[config.mk]
export PLATFORM = sky130hd
export DESIGN_NAME = spi_cmd_master
export DESIGN_NICKNAME = d
export VERILOG_FILES = /design/src/rtl/spi_cmd_master.sv
export SDC_FILE = /design/constraint.sdc
export NUM_CORES = 1
export LEC_CHECK = 0
export ABC_AREA = 1
export CAP_MARGIN = 25
export CELL_PAD_IN_SITES_DETAIL_PLACEMENT = 0
export CELL_PAD_IN_SITES_GLOBAL_PLACEMENT = 2
export CORE_MARGIN = 8
export CORE_UTILIZATION = 35
export DETAILED_ROUTE_END_ITERATION = 12
export PLACE_DENSITY_LB_ADDON = 0.1
export SLEW_MARGIN = 10
export SYNTH_ARGS = -nofsm -noshare
export SYNTH_HDL_FRONTEND = slang
export SYNTH_SLANG_ARGS = --single-unit
[constraint.sdc]
create_clock -name clk -period 3.3 [get_ports clk]
set_clock_uncertainty 0.2 [all_clocks]
set_input_delay 0.33 -clock clk [delete_from_list [all_inputs] [get_ports clk]]
set_output_delay 0.33 -clock clk [all_outputs]
set_load 0.03 [all_outputs]
[src/rtl/spi_cmd_master.sv]
module spi_cmd_master #(
  parameter int DW    = 16,
  parameter int NCS   = 6,
  parameter int NSET  = 8,
  parameter int DEPTH = 4,
  parameter int DIVW  = 8,
  localparam int SW   = $clog2(NSET),
  localparam int FW   = $clog2(DW),
  localparam int ATW  = FW + 3 + DIVW
) (
  input  logic           clk,
  input  logic           rst_n,
  input  logic           ctl_master_en,
  input  logic           ctl_disable,
  input  logic           dbg_halt,
  input  logic           attr_we,
  input  logic [SW-1:0]  attr_idx,
  input  logic [ATW-1:0] attr_wdata,
  input  logic           tx_push,
  input  logic [DW-1:0]  tx_data,
  input  logic [SW-1:0]  tx_sel,
  input  logic [NCS-1:0] tx_cs,
  output logic           tx_full,
  input  logic           rx_pop,
  output logic [DW-1:0]  rx_data,
  output logic           rx_empty,
  output logic           sck,
  output logic           sout,
  input  logic           sin,
  output logic [NCS-1:0] cs_n
);
  localparam int AW = $clog2(DEPTH);
  localparam int EW = NCS + SW + DW;

  typedef enum logic [1:0] {IDLE, RUN, TRAIL} st_t;
  st_t st;

  logic [ATW-1:0]  attr_q [NSET];
  logic [EW-1:0]   txm [DEPTH];
  logic [DW-1:0]   rxm [DEPTH];
  logic [AW-1:0]   tx_wp, tx_rp, rx_wp, rx_rp;
  logic [AW:0]     tx_cnt, rx_cnt;
  logic [ATW-1:0]  cur, nxt;
  logic [DW-1:0]   word, rx_sh, rx_word;
  logic [DIVW-1:0] cnt;
  logic [FW:0]     k, bi;
  logic [FW-1:0]   c_nm1, n_nm1;
  logic [EW-1:0]   head;

  function automatic logic [FW-1:0] len_m1(input logic [FW-1:0] f);
    return (f < FW'(3)) ? FW'(3) : f;
  endfunction

  function automatic logic pick(input logic [DW-1:0] w, input logic [FW-1:0] i,
                                input logic [FW-1:0] m, input logic lsb);
    return lsb ? w[i] : w[m - i];
  endfunction

  wire run    = ctl_master_en & ~ctl_disable;
  wire tick   = (cnt == '0);
  wire start  = (st == IDLE) && run && !dbg_halt && (tx_cnt != '0) &&
                (rx_cnt != (AW+1)'(DEPTH));
  wire tx_wr  = tx_push && !tx_full;
  wire rx_wr  = (st == TRAIL) && tick && run;
  wire rx_rd  = rx_pop && !rx_empty;
  wire c_cpol = cur[FW];
  wire c_cpha = cur[FW+1];
  wire c_lsb  = cur[FW+2];
  wire [DIVW-1:0] c_div = cur[ATW-1 -: DIVW];

  assign head     = txm[tx_rp];
  assign nxt      = attr_q[head[DW +: SW]];
  assign n_nm1    = len_m1(nxt[FW-1:0]);
  assign c_nm1    = len_m1(cur[FW-1:0]);
  assign tx_full  = (tx_cnt == (AW+1)'(DEPTH));
  assign rx_empty = (rx_cnt == '0);
  assign rx_data  = rxm[rx_rp];

  always_comb begin
    rx_word = '0;
    for (int i = 0; i < DW; i++)
      if (i <= int'(c_nm1))
        rx_word[i] = c_lsb ? rx_sh[int'(c_nm1) - i] : rx_sh[i];
  end

  always_ff @(posedge clk or negedge rst_n) begin
    if (!rst_n) begin
      for (int s = 0; s < NSET; s++) attr_q[s] <= '0;
    end else if (attr_we) begin
      attr_q[attr_idx] <= attr_wdata;
    end
  end

  always_ff @(posedge clk) begin
    if (tx_wr) txm[tx_wp] <= {tx_cs, tx_sel, tx_data};
    if (rx_wr) rxm[rx_wp] <= rx_word;
  end

  always_ff @(posedge clk or negedge rst_n) begin
    if (!rst_n) begin
      tx_wp <= '0; tx_rp <= '0; tx_cnt <= '0;
      rx_wp <= '0; rx_rp <= '0; rx_cnt <= '0;
    end else begin
      if (tx_wr) tx_wp <= tx_wp + 1'b1;
      if (start) tx_rp <= tx_rp + 1'b1;
      if (rx_wr) rx_wp <= rx_wp + 1'b1;
      if (rx_rd) rx_rp <= rx_rp + 1'b1;
      tx_cnt <= tx_cnt + (AW+1)'(tx_wr) - (AW+1)'(start);
      rx_cnt <= rx_cnt + (AW+1)'(rx_wr) - (AW+1)'(rx_rd);
    end
  end

  always_ff @(posedge clk or negedge rst_n) begin
    if (!rst_n) begin
      st <= IDLE; cur <= '0; word <= '0; rx_sh <= '0; cnt <= '0;
      k <= '0; bi <= '0; sck <= 1'b0; sout <= 1'b0; cs_n <= '1;
    end else if (st != IDLE && !run) begin
      st <= IDLE; cs_n <= '1; sck <= c_cpol;
    end else begin
      case (st)
        IDLE: if (start) begin
          st    <= RUN;
          cur   <= nxt;
          word  <= head[DW-1:0];
          cs_n  <= ~head[EW-1 -: NCS];
          sck   <= nxt[FW];
          cnt   <= nxt[ATW-1 -: DIVW];
          k     <= '0;
          rx_sh <= '0;
          if (!nxt[FW+1]) begin
            sout <= pick(head[DW-1:0], '0, n_nm1, nxt[FW+2]);
            bi   <= (FW+1)'(1);
          end else begin
            bi   <= '0;
          end
        end
        RUN: if (tick) begin
          sck <= ~sck;
          cnt <= c_div;
          k   <= k + 1'b1;
          if (k[0] == c_cpha) begin
            rx_sh <= {rx_sh[DW-2:0], sin};
          end else if (bi <= {1'b0, c_nm1}) begin
            sout <= pick(word, bi[FW-1:0], c_nm1, c_lsb);
            bi   <= bi + 1'b1;
          end
          if (k == {c_nm1, 1'b1}) st <= TRAIL;
        end else begin
          cnt <= cnt - 1'b1;
        end
        TRAIL: if (tick) begin
          st   <= IDLE;
          cs_n <= '1;
        end else begin
          cnt <= cnt - 1'b1;
        end
        default: st <= IDLE;
      endcase
    end
  end
endmodule

======== After elaboration in Yosys (flattened, before gate mapping) ========
Memory sizes are Yosys's and may differ from the RTL's.
Cells that the tools add are included.
operators by class
  add/sub/neg operators ................... 27
  $lt $le $gt $ge ......................... 40
  eq/ne operators ......................... 17
  multiplexer cells ....................... 135
  bitwise operators ....................... 7
  reductions and logical operators ........ 32
operators by type and width
  operator               number
  $bwmux W120            1
  $lt A5 B6 Y1 const B   15
  $mux W1                80
  $bmux W1 S4            19
  $mux W16               3
  $bmux W15 S3           1
  $demux W15 S3          1
  $mux W15               3
  $sub A4 B4 Y5 const B  8
  $le A4 B4 Y1 const A   8
  $pmux W16 S2           1
  $mux W5                6
  $mux W8                3
  $pmux W8 S3            1
  $lt A4 B5 Y1 const B   4
  $pmux W5 S2            2
  $sub A4 B3 Y5 const B  4
  $mux W6                3
  $le A3 B4 Y1 const A   4
  $ne A2 B2 Y1 const B   7
  $pmux W6 S2            1
  $reduce_and A4 Y1      3
  $reduce_bool A3 Y1     4
  $add A5 B1 Y5 const B  2
  38 further kinds       74
storage, ports and cells
  register bits ........................... 209
  bits in writable memories ............... 164
  bits of input ports ..................... 52
  output and inout bits ................... 26
  word-level logic and storage cells ...... 284
  memories kept ........................... 2
memory list
  name  depth  width  rd ports  clocked after Yosys merged registers in  wr ports  line  text
  txm   4      25     1         0                                        1         39    logic [EW-1:0] txm [DEPTH];
  rxm   4      16     1         0                                        1         40    logic [DW-1:0] rxm [DEPTH];

======== Longest topological paths before layout ========
Gate-level depths: netlist (run 1).
An unclocked memory read counts as a cell.
  word-level depth ........................ 13
  gate-level depth with buffers ........... 19

======== Worst setup path before layout (run 1) ========
Ideal clock, no wire load.
  kind .................................... reg2reg
  start point ............................. register cur[2]
  end point ............................... memory rxm[0][1], data pin
  arrival time ............................ 2.816 ns
  required time ........................... 2.965 ns
  path slack .............................. 0.150 ns
  stages on the path, launching flop included .. 17
  cell sequence ........................... dfrtp_1 > inv_1 > ha_1 > nand2_2 > inv_2 > nor2_4 > inv_2 > buf_6 > ha_1 > clkinv_1 > o21ai_0 > nor2_1 > a21oi_1 > nand2_1 > nand3_1 > o221ai_1 > inv_2
between the ends
  longest elaborated chain between the ends .. 8
RTL lines
  what                                        line  text
  from (decl)                                 43    logic [ATW-1:0] cur, nxt;
  from (signal assigned)                      123   cur <= nxt;
  $lt A4 B2 Y1                                51    return (f < FW'(3)) ? FW'(3) : f;
  $mux W4 *                                   51
  $sub A4 B1 Y5                               83    rx_word[i] = c_lsb ? rx_sh[int'(c_nm1) - i] : rx_sh[i];
  $bmux W1 S4                                 83
  $mux W1 (implied by the code) (2 in a row)  83
  $mux W1                                     83
  $mux W1 *                                   82    if (i <= int'(c_nm1))
  net rx_word[1]                              44    logic [DW-1:0] word, rx_sh, rx_word;
  to (decl)                                   40
The timed path passes the listed nets; every way through them passes the cells marked *. The select of a mux whose other input is x is not followed.

======== Final worst setup path (run 1) ========
  start point ............................. register cur[3]
  end point ............................... memory rxm[1][11], data pin
between the ends
  longest elaborated chain between the ends .. 8
RTL lines
  what                                        line
  $lt A4 B2 Y1                                51
  $mux W4 *                                   51
  $sub A4 B4 Y5                               83
  $bmux W1 S4                                 83
  $mux W1 (implied by the code) (2 in a row)  83
  $mux W1                                     83
  $mux W1 *                                   82
  net rx_word[11]                             44
Marked as above.

==> key figures, run 1 <==
Power and ir drop
  – Total power: 21000 uW
  – P_sw: approximately 9000 uW
  – Worst vdd ir: between 0.3 and 0.4 mV
  – Cell area power density: 1010 mW/mm^2
  – Sequential power share: 0.308
  – P_int: 12000 uW
  – Leakage power: 0.00860 uW
  – Switching share of power: 0.429
  – Comb power frac: 0.461
  – Share of power burned in the clock network: 0.231

Setup path
  – Slowest-stage cell, CP: dfrtp_1
  – Largest stage delay, worst path: 410 ps
  – Crit start category: flip-flop
  – CP cell instances: inv_1 > ha_1 > nand2_2 > inv_2 > nor2_4 > inv_2 > ha_1 > clkinv_1 > o21ai_0 > o21ai_0 > nand2_1 > nand3_1 > o211ai_1 > inv_1
  – CP delay by family, top: compound AO/OA/AOI/OAI gates
  – Crit Path Category: flip-flop to flip-flop
  – Crit. End Element: flip-flop
  – Reg2Reg Depth: 14
  – Worst EP arrival: 3180 ps
  – RR Startpoint: cur[3]
  – Worst path buffer plus inverter count: 5
  – Worst R2R End: rxm[1][11]
  – Critical Path RT: around 3400 ps
  – Worst Path Max Fanout: 10
  – R2R Setup Slk: between 200 and 250 ps

STA
  – Final hold vios: 0
  – Relative slew slack: 0.548
  – Slew Limit Fails: 0
  – # setup viols final: 0
  – RSZ-0062 raised after global routing: false
  – Worst hold margin: between 90 and 100 ps
  – Max Clk Rate: 324 MHz
  – Worst slew pin tran: 675 ps
  – Min Tclk post-route: 3090 ps
  – Setup Total Neg Slack: 0 ps
  – Period utilization: 0.935

Place
  – IO buf count: 77
  – Placer Congestion: 0.828
  – Post-place instance area: slightly below 0.02 mm^2
  – HPWL after DPL: approximately 32000 um

Die
  – Full die area: 0.0583 mm^2
  – Die height: 241 um
  – FP Rows: between 80 and 90
  – Core area: 0.0502 mm^2
  – Io pins: 78
  – Die width: 241 um
  – Starting Density: 0.354

Finish
  – Post-route cell area: around 0.021 mm^2
  – # fillers: around 5000
  – Most common cell after layout, fill and taps aside: nand2_1
  – Most frequent cells in the layout: 385 x nand2_1, 292 x o21ai_0, 203 x dfrtp_1, 175 x nor2_1, 164 x edfxtp_1
  – Nets@finish: 2053
  – Final Core Density: 0.416
  – Diode count: 0
  – Area Growth Syn to Fin: 17.3%
  – Share of layout cells above drive strength 1: 0.0973

Synth
  – Mean Syn Cell Area: roughly 9.5 um^2
  – Synth Register Bits: 373
  – Synthesized area: 0.0178 mm^2
  – Seq/Total Area, Yosys: 0.572
  – Yosys cell types: 56
  – Post-synthesis cell count: 1872
  – Syn. warnings: 0
  – Syn nets: 1966

Global route
  – Largest net degree at the start of global routing: 78
  – Busiest grt layer: met2
  – Met3 Use GR: 0.0215
  – Initial antenna violation count: 0
  – Tot GR Track Use: 0.167
  – Vias in the first global route: roughly 13000
  – Overflow after GRT: 0
  – Met1 GRT Util: 0.230
  – Met2 Track Usage GR: 0.277
  – Global-route wire length before repair: 76700 um

Drt
  – Final wirelength: 47700 um
  – Pre-Repair DR Iteration Count: 4
  – DRT iter0 DRCs: 737
  – Drt wl/cell: 17.9 um
  – Routed vias: about 13000
  – Number of remaining DRC errors: 0
  – Vias/cell: around 4.9
  – Antenna Nets Post-Route: 0

Clock network
  – CTS tree: built
  – Clk_lat worst skew: 580 ps
  – Clock slew at reported path FFs: 60 ps
  – CTS Root Cell: clkbuf_16
  – Clock Sinks: around 370
  – CTS Buffer Depth: 3
  – Total CTS buffers: 43
  – Number of setup buffers added after CTS: 0
  – H-Tree Depth: 2

Job
  – Maxcap violations: 0

Run status
  – Outcome: completed

Worst hold path
  – Hold WC Path Type: input pin to asynchronous set/reset pin
==> cell usage after synthesis (all sizes together) <==
cell	count	area, um^2
clkbuf	53	199
a21oi	52	264
a211oi	1	7.51
clkinv	5	21.3
dfrtp	203	5080
o21a	8	60.1
a32o	12	120
buf	39	265
a22oi	3	22.5
inv	150	566
nand4	1	6.26
fa	3	60.1
o41ai	1	16.3
o21ai	327	1640
nor3	14	103
o221ai	29	260
nor3b	2	15.0
nand2	392	1500
nand3b	1	7.51
o2111ai	1	8.76
o211ai	19	143
dfstp	6	158
xor2	16	148
o31ai	9	87.6
edfxtp	164	4920
ha	39	488
o32ai	2	17.5
xnor2	7	61.3
a31oi	10	62.6
mux2i	2	20.0
or2	1	6.26
o22ai	31	194
nor2	187	764
nand3	81	450
a221oi	1	26.3
==> per-stage QoR <==
step	setup WS [ps]	std cells
after floorplan	150	1872
final	213	2666
after detailed placement	183	2585
after global placement	232	2585
after CTS	193	2666
after global routing	3.25	2666
==> power by group through the flow <==
stage | registers (uW) | clock network [uW] | logic, uW
floorplan | 6460 | 0 | 6790
global placement | 6550 | 0 | 9820
detailed placement | 6550 | 0 | 9810
CTS | 6480 | 5020 | 9860
global route | 6600 | 5190 | 10900
finish | 6470 | 4850 | 9670
==> area by class of cell <==
class	instances	area [um^2]	area share
clock buffers	59	1180	0.0564
clock inverters	21	258	0.0124
inverters	155	587	0.0281
multi-input cells	1252	6580	0.315
flip-flops and latches	373	10200	0.487
well taps	672	841	0.0403
repair buffers	134	1260	0.0602
==> worst max path at each step <==
| stage | startpoint | endpoint | slack [ps] | depth (start not counted) |
|---|---|---|---|---|
| 2_1_floorplan | cur[2] | rxm[0][1] | 150 | 16 |
| 3_3_place_gp | ctl_master_en | cs_n[2] | 230 | 15 |
| 3_5_place_dp | ctl_master_en | cs_n[1] | 180 | 15 |
| 4_1_cts | rx_rp[1] | rx_data[11] | 190 | 4 |
| 5_1_grt | cur[3] | rxm[3][1] | 3 | 15 |
| 6_report | cur[3] | rxm[1][11] | 210 | 14 |
==> worst reg2reg max path, stage by stage (launching register included) <==
cell      delay [ps]
dfrtp_1          410
inv_1            120
ha_1             200
nand2_2           90
inv_2             80
nor2_4           100
inv_2             50
ha_1             400
clkinv_1         250
o21ai_0          330
o21ai_0          160
nand2_1           90
nand3_1          100
o211ai_1         140
inv_1            110
==> per-layer routing <==
layer  vias up  share of wire
met2       178           0.47
met4         0          0.021
li1       6603              -
met3        63          0.033
met5         -              0
met1      6343           0.47
==> sequential cells by signal, summed over array words and instances, names as in the netlist, 3 cells and up <==
signal and flops:
tx_cnt 3, k 5, attr_q 120, txm 100
word 16, cur 15, rx_sh 16, rx_cnt 3
rxm 64, cnt 8, cs_n 6, bi 5
==> repair_timing <==
| action | CTS | global route |
|---|---|---|
| resized for setup | 0 | 0 |
| hold buffers | 1 | 0 |
| endpoints found under the hold margin | 70 | 0 |
==> cell families (layout without fill, tap and decap cells) <==
| kind of cell | count (synthesis) | count (layout) | share of synthesized area |
|---|---|---|---|
| AND/OR/NAND/NOR | 679 | 679 | 0.160 |
| AO/OA/AOI/OAI | 506 | 506 | 0.165 |
| flip-flops | 373 | 373 | 0.572 |
| buffers and inverters | 247 | 369 | 0.0591 |
| adder cells (fa/ha/maj) | 42 | 42 | 0.0308 |
| XOR/XNOR | 23 | 23 | 0.0118 |
| multiplexers | 2 | 2 | 0.00113 |
No activity file was read; power rests on OpenSTA's default activity.
==> run 2: changes to the inputs <==
CTS_CLUSTER_DIAMETER = 40   (was unset)
==> key figures, run 2 (synthesized netlist as in run 1, its figures left out) <==
Setup path
  – Critical Path RT: 3410 ps (about the same)
  – Crit start category: flip-flop
  – Worst path buffer plus inverter count: 5 (unchanged)
  – Reg2Reg Depth: 14 (unchanged)
  – Worst EP arrival: 3200 ps (+20 ps)
  – Largest stage delay, worst path: 410 ps (about the same)
  – CP Depth: 14 (unchanged)
  – Crit. End Element: flip-flop
  – RR Startpoint: cur[3]
  – Worst Path Max Fanout: 10 (unchanged)
  – Crit Path Category: flip-flop to flip-flop
  – CP cell instances: inv_1 > ha_1 > nand2_2 > inv_2 > nor2_4 > inv_2 > ha_1 > clkinv_1 > o21ai_0 > o21ai_0 > nand2_1 > nand3_1 > o211ai_1 > inv_1
  – CP delay by family, top: compound AO/OA/AOI/OAI gates
  – Critical Path Source: cur[3]
  – Slowest-stage cell, CP: ha_1

Power and ir drop
  – Cell area power density: 1080 mW/mm^2 (+7.4%)
  – Worst vdd ir: 0.511 mV (+32%)
  – Leakage power: 0.00909 uW (+5.7%)
  – Share of power burned in the clock network: 0.318 (+0.087)
  – Switching share of power: 0.408 (-0.0216)
  – Comb power frac: 0.408 (-0.053)
  – P_int: 14000 uW (+17%)
  – P_sw: 9660 uW (+7.2%)
  – Sequential power share: 0.274 (-0.034)

STA
  – Period utilization: 0.936 (about the same)
  – Max Clk Rate: 324 MHz (about the same)
  – Min Tclk post-route: 3090 ps (+1.20 ps)
  – Relative slew slack: 0.553 (+0.00465)
  – # setup viols final: 0 (unchanged)
  – Slew Limit Fails: 0 (unchanged)
  – Setup Total Neg Slack: 0 ps (unchanged)
  – Worst slew pin tran: 668 ps (-6.96 ps)
  – RSZ-0062 raised after global routing: false
  – Final hold vios: 0 (unchanged)

Finish
  – # fillers: 4867 (-2.2%)
  – Post-route cell area: 0.0219 mm^2 (+5.2%)
  – Max FFs per register: 120 (unchanged)
  – Nets@finish: 2081 (+1.4%)
  – Share of layout cells above drive strength 1: 0.123 (+0.0254)
  – Most common cell after layout, fill and taps aside: nand2_1
  – Most frequent cells in the layout: 385 x nand2_1, 292 x o21ai_0, 203 x dfrtp_1, 175 x nor2_1, 164 x edfxtp_1
  – Area Growth Syn to Fin: 23.4%
  – Diode count: 0 (unchanged)
  – Top Registers: attr_q: 120 flops, txm: 100 flops, rxm: 64 flops
  – Largest Register: attr_q

Die
  – FP Rows: 82 (unchanged)
  – Starting Density: 0.354 (unchanged)
  – Die width: 241 um (unchanged)
  – Full die area: 0.0583 mm^2 (unchanged)
  – Die height: 241 um (unchanged)
  – Io pins: 78 (unchanged)
  – Core area: 0.0502 mm^2 (unchanged)

Worst hold path
  – Hold WC Path Type: input pin to asynchronous set/reset pin

Global route
  – Tot GR Track Use: 0.170 (+0.00286)
  – Overflow after GRT: 0 (unchanged)
  – Initial antenna violation count: 0 (unchanged)
  – Global-route wire length before repair: 77900 um (+1.6%)
  – Largest net degree at the start of global routing: 78 (unchanged)
  – Vias in the first global route: 13600 (+2.7%)

Place
  – Post-place instance area: 0.0194 mm^2 (unchanged)
  – HPWL after DPL: 31600 um (unchanged)
  – IO buf count: 77 (unchanged)
  – Placer Congestion: 0.828 (unchanged)

Clock network
  – CTS tree: built
  – CTS Root Cell: clkbuf_16
  – Clock slew at reported path FFs: 40 ps (-20 ps)
  – CTS resizes: 0 (unchanged)
  – Total CTS buffers: 71 (+65%)
  – CTS Buffer Depth: 3 (unchanged)
  – Number of setup buffers added after CTS: 0 (unchanged)
  – Clock Sinks: 373 (unchanged)
  – Clk_lat worst skew: 600 ps (+20 ps)
  – Hold Buf Count CTS: 1 (unchanged)
  – H-Tree Depth: 3 (+1)

Drt
  – Antenna Nets Post-Route: 0 (unchanged)
  – DRT iter0 DRCs: 622 (-16%)
  – Vias/cell: 4.92 (-0.49%)
  – Drt wl/cell: 17.8 um (-0.45%)
  – Number of remaining DRC errors: 0 (unchanged)
  – Final wirelength: 48400 um (+1.5%)
  – Routed vias: 13400 (+1.4%)
  – Pre-Repair DR Iteration Count: 6 (+2)

Run status
  – Outcome: completed

Job
  – Maxcap violations: 0 (unchanged)
run 2: power by group through the flow:
stage               Sequential (uW)  Combinational [uW]  Clock [uW]
floorplan                      6460                6790           0
global placement               6550                9820           0
detailed placement             6550                9810           0
CTS                            6490                9860        7750
global route                   6610               10900        7960
finish                         6480                9670        7550
run 2: area by class of cell:
type,instances,area [um^2],area share
timing repair buffer,134,1260,0.0573
tap,672,841,0.0383
multi-input combinational,1252,6580,0.300
sequential,373,10200,0.463
inverter,155,587,0.0267
clock inverter,51,674,0.0307
clock buffer,80,1840,0.0839
run 2: final timing paths:
| path | end | slack, ps |
|---|---|---|
| min in group clk | rx_sh[0] | 120 |
| worst max register to register | rxm[0][11] | 210 |
| worst max-delay path | rxm[0][11] | 210 |
| worst min register to register | rx_sh[6] | 270 |
| worst min-delay path | attr_q[10] | 90 |
| max in group asynchronous | cs_n[5] | 1930 |
run 2: metal layers:
metal	GRT usage	wire (um)	vias to the layer above
met3	0.0293	1940	61
met1	0.229	22800	6410
met2	0.280	22900	223
met4	0.0502	813	0
li1	-	-	6679
met5	0	0	-
run 2: worst reg2reg max path, cell delays in order (launching register included):
cell and delay [ps]:
dfrtp_1 400, inv_1 120, ha_1 200, nand2_2 90
inv_2 80, nor2_4 100, inv_2 40, ha_1 410
clkinv_1 260, o21ai_0 320, o21ai_0 160, nand2_1 90
nand3_1 100, o211ai_1 140, inv_1 110
run 2: metrics by stage:
stage | instances | util | total power, uW | setup slack (ps) | hold WS [ps]
after CTS | 2717 | 0.437 | 24100 | 192 | 100
after global routing | 2717 | 0.437 | 25500 | 12.5 | 133
final | 2717 | 0.437 | 23700 | 212 | 91.7
after floorplan | 1872 | - | 13300 | 150 | -166
after detailed placement | 2585 | 0.387 | 16400 | 183 | 135
after global placement | 2585 | 0.387 | 16400 | 232 | 140
